<file path="src/rtl/seu_injector.sv">
module seu_injector #(
  parameter int INFO_W = 8,
  parameter int CHK_W  = 5
) (
  input  logic                      clk,
  input  logic                      rst_n,
  input  logic [1:0]                mode,
  input  logic [3:0]                seed,
  input  logic                      inj_stb,
  input  logic [1:0]                tgt_sel,
  input  logic                      wr_en,
  input  logic [INFO_W-1:0]         wr_info,
  input  logic [CHK_W-1:0]          wr_chk,
  output logic [INFO_W+CHK_W-1:0]   word_q
);
  localparam int WORD_W = INFO_W + CHK_W;
  localparam int NIB    = 4;
  localparam int OFF_HI = WORD_W - NIB;
  localparam int OFF_LO = CHK_W;
  localparam int OFF_C0 = 0;
  localparam int OFF_C1 = CHK_W - NIB;

  logic [NIB-1:0]    lfsr_q;
  logic [NIB-1:0]    seed_fix;
  logic [NIB-1:0]    base;
  logic [NIB-1:0]    mask;
  logic [WORD_W-1:0] mask_w;
  logic              inj_ok;

  function automatic logic [NIB-1:0] step(input logic [NIB-1:0] s);
    return {s[NIB-2:0], s[NIB-1] ^ s[NIB-2]};
  endfunction

  assign seed_fix = (seed == '0) ? NIB'(1) : seed;
  assign base     = (mode == 2'd1) ? seed_fix : lfsr_q;
  assign mask     = step(base);
  assign inj_ok   = inj_stb && !wr_en && (mode == 2'd1 || mode == 2'd2);

  always_comb begin
    mask_w = '0;
    case (tgt_sel)
      2'd0:    mask_w[OFF_HI +: NIB] = mask;
      2'd1:    mask_w[OFF_LO +: NIB] = mask;
      2'd2:    mask_w[OFF_C0 +: NIB] = mask;
      default: mask_w[OFF_C1 +: NIB] = mask;
    endcase
  end

  always_ff @(posedge clk) begin
    if (!rst_n) begin
      word_q <= '0;
      lfsr_q <= seed_fix;
    end else if (wr_en) begin
      word_q <= {wr_info, wr_chk};
    end else if (inj_ok) begin
      word_q <= word_q ^ mask_w;
      if (mode == 2'd2) lfsr_q <= mask;
    end
  end
endmodule

</file>
<file path="config.mk">
export PLATFORM = sky130hd
export DESIGN_NAME = seu_injector
export DESIGN_NICKNAME = d
export VERILOG_FILES = /design/src/rtl/seu_injector.sv
export SDC_FILE = /design/constraint.sdc
export NUM_CORES = 1
export LEC_CHECK = 0
export CAP_MARGIN = 20
export CORE_MARGIN = 3
export CORE_UTILIZATION = 45
export CTS_CLUSTER_DIAMETER = 50
export DETAILED_ROUTE_END_ITERATION = 10
export DONT_BUFFER_PORTS = 1
export PLACE_DENSITY = 0.69
export SLEW_MARGIN = 20
export SYNTH_ARGS = -nofsm -noshare
export SYNTH_HDL_FRONTEND = slang
export SYNTH_SLANG_ARGS = --single-unit
</file>
<file path="constraint.sdc">
create_clock -name clk -period 2.55 [get_ports clk]
set_clock_uncertainty 0.1 [all_clocks]
set_input_delay 0.51 -clock clk [delete_from_list [all_inputs] [get_ports clk]]
set_output_delay 0.51 -clock clk [all_outputs]
set_load 0.05 [all_outputs]
</file>
==> results_dict.tcl <==
set metrics [dict create \
    synth_warnings 0 \
    worst_slew_pin_slew_ns 0.5787 \
    hold_violations 0 \
    port_buffers 0 \
    whs_ns 0.2533 \
    ys_ff_latch 17 \
    hold_depth 1 \
    cp_max_fo 8 \
    gr-usage-met1_pct 20.75 \
    hp-start "rst_n" \
    fmax_mhz 550.3 \
    critical_path_class "in2reg" \
    setup_violations 0 \
    required_ns 2.61 \
    layout_common_cells "dfxtp_1 (13), o21ai_0 (9), inv_1 (7)" \
    dieHeight_um 55.21 \
    use_met2_pct 26.18 \
    dr_total_vias 888 \
    track_usage_pct 16.17 \
    overflow 0 \
    cpMaxStageDelayCell "a2111oi_0" \
    p_per_area_nw_per_um2 551.0 \
    place_area_um2 1090 \
    cp-end-kind "register" \
    timing.rr.start "lfsr_q[2]$_DFFE_PP_" \
    crit_start "mode[1]" \
    status "finished clean" \
    syn_to_final_growth_pct 2.411 \
    die-area_um2 3048 \
    design_area_um2 1116 \
    hp-class "in2reg" \
    drc 0 \
    r2r-end "word_q[0]$_SDFFE_PN0P_" \
    num_io_pins 38 \
    cts.clk_slew.worst_paths_ns 0.10 \
    cts_hold_buffers 0 \
    p_total_uw 614.9 \
    critPathMaxStageDelay_ns 0.48 \
    place_hpwl_um 1944 \
    met3_usage_pct 5.140 \
    grt_antenna_before_repair 0 \
    cts.path.max_buffers 2 \
    cts_tree "done" \
    drtIter0Drc 22 \
    post_cts_resized 0 \
    die_x_um 55.21 \
    synth_area_um2 1090 \
    root_buffer "clkbuf_4" \
    synth_nets 146 \
    grt_busiest_layer "met2" \
    final_common_cell "dfxtp_1" \
    fin_tns_setup_ns 0 \
    core_um2 2255 \
    synth_ff_type "dfxtp_1" \
    final_core_util_pct 49.50 \
    r2r_cells 4 \
    ir_worst_vdd_mv 0.2746 \
    grt_pass1_vias 823 \
    synthTopCellsByArea "dfxtp_1 (24%), edfxtp_1 (11%), xor2_1 (4.8%)" \
    synth_cell_types 40 \
    power_leakage_uw 0.0004311 \
    finalCritPeriodShare_pct 71.26 \
    hold_end "word_q[0]$_SDFFE_PN0P_" \
    routedWlPerCell_um 16.96 \
    ys_seq_area_share_pct 34.90 \
    synth_cells 119 \
    synth_edf_count 4 \
    startpoint_type "input pin" \
    slew_violations 0 \
    yosysTopAreaCell "dfxtp_1" \
    slew_headroom_pct 61.37 \
    ys_async_sr_fraction_pct 0 \
    path_cells "inv_1, ha_1, or2_1, o21a_1, a2111oi_0, nor4_1" \
    antennaDiodeCount 0 \
    synth_top_area_share_pct 23.88 \
    rows 17 \
    first_pass_iters 4 \
    grt_first_pass_wirelength_um 4022 \
    viasPerCell 6.167 \
    min_period_ns 1.817 \
    r2r_slack_ns 0.88 \
    drive_above_1_share_pct 10.34 \
    clk-insertion-delay-late_ns 0.28 \
    syn_area_per_cell_um2 9.158 \
    final_net_count 144 \
    cap_violations 0 \
    grt_max_degree 23 \
    ant_nets 0 \
    rsz0062_at_grt "no" \
    cts_made_buffers 3 \
    routabilityCongestion 0.8814 \
    cts_max_level 1 \
    post_cts_buffers 0 \
    start_util_pct 48.34 \
    wirelength_um 2442 \
    cts_num_sinks 17 \
    arrival_ns 1.88 \
]
## flip-flops by register name, indices dropped and copies added (netlist names)
register and count:
lfsr_q 4, word_q 13
## where the power goes
| part | internal (uW) | switching (uW) |
|---|---|---|
| clock | 60.6 | 80.9 |
| sequential | 299 | 71.8 |
| combinational | 50.5 | 52.3 |
| total | 410 | 205 |
## cells in the mapped netlist (all sizes together), types with 2 or more instances
cell type	count
o21ba	2
nand2	5
clkbuf	5
buf	2
nand2b	5
mux2	4
nor2	5
o311a	3
a21oi	6
dfxtp	13
mux2i	3
o21ai	9
xor2	6
o211a	2
a22o	2
ha	2
xnor2	3
inv	7
nor3	5
nand3	4
nor4	2
o21a	3
and3	2
o211ai	2
edfxtp	4
## kinds of logic (layout without fill, tap and decap cells)
kind of cell,after synthesis,count (layout),share of synthesized area [%]
AO/OA/AOI/OAI,33,33,21.81
XOR/XNOR,9,9,7.233
adder cells (fa/ha/maj),2,2,2.296
buffers and inverters,14,11,5.626
flip-flops,17,17,34.90
multiplexers,7,7,7.233
AND/OR/NAND/NOR,37,37,20.90
## metrics by stage
| step | setup WS [ns] | cells |
|---|---|---|
| after floorplan | 0.5865 | 119 |
| after global placement | 0.4688 | 140 |
| after detailed placement | 0.4439 | 140 |
| after CTS | 0.7427 | 144 |
| after global routing | 0.6230 | 144 |
| final | 0.7329 | 144 |
## layer usage
metal	wire (um)	share of wire [%]	up-vias
li1	-	-	430
met2	1145	47	38
met3	257	11	4
met1	1006	41	416
met4	32	1.3	0
met5	0	0	-
## worst max-delay path, delay by kind of cell
family / cells / cell delay, ns
AO/OA/AOI/OAI: 2 / 0.63
AND/OR/NAND/NOR: 2 / 0.43
adder cells (fa/ha/maj): 1 / 0.28
buffers and inverters: 1 / 0.02
## worst max-delay path by stage
stage | slack, ns | to
final | 0.73 | word_q[2]$_SDFFE_PN0P_
after global routing | 0.62 | word_q[2]$_SDFFE_PN0P_
after CTS | 0.74 | word_q[3]$_SDFFE_PN0P_
after detailed placement | 0.44 | word_q[2]$_SDFFE_PN0P_
after global placement | 0.47 | word_q[3]$_SDFFE_PN0P_
after floorplan | 0.59 | word_q[1]$_SDFFE_PN0P_
## layout make-up
class,instances,area [um2]
fill,253,1139
multi-input combinational,88,648.1
sequential,17,380.4
tap,28,35.03
inverter,7,26.28
clock buffer,4,26.28
Power figures use the tool's default switching activity.
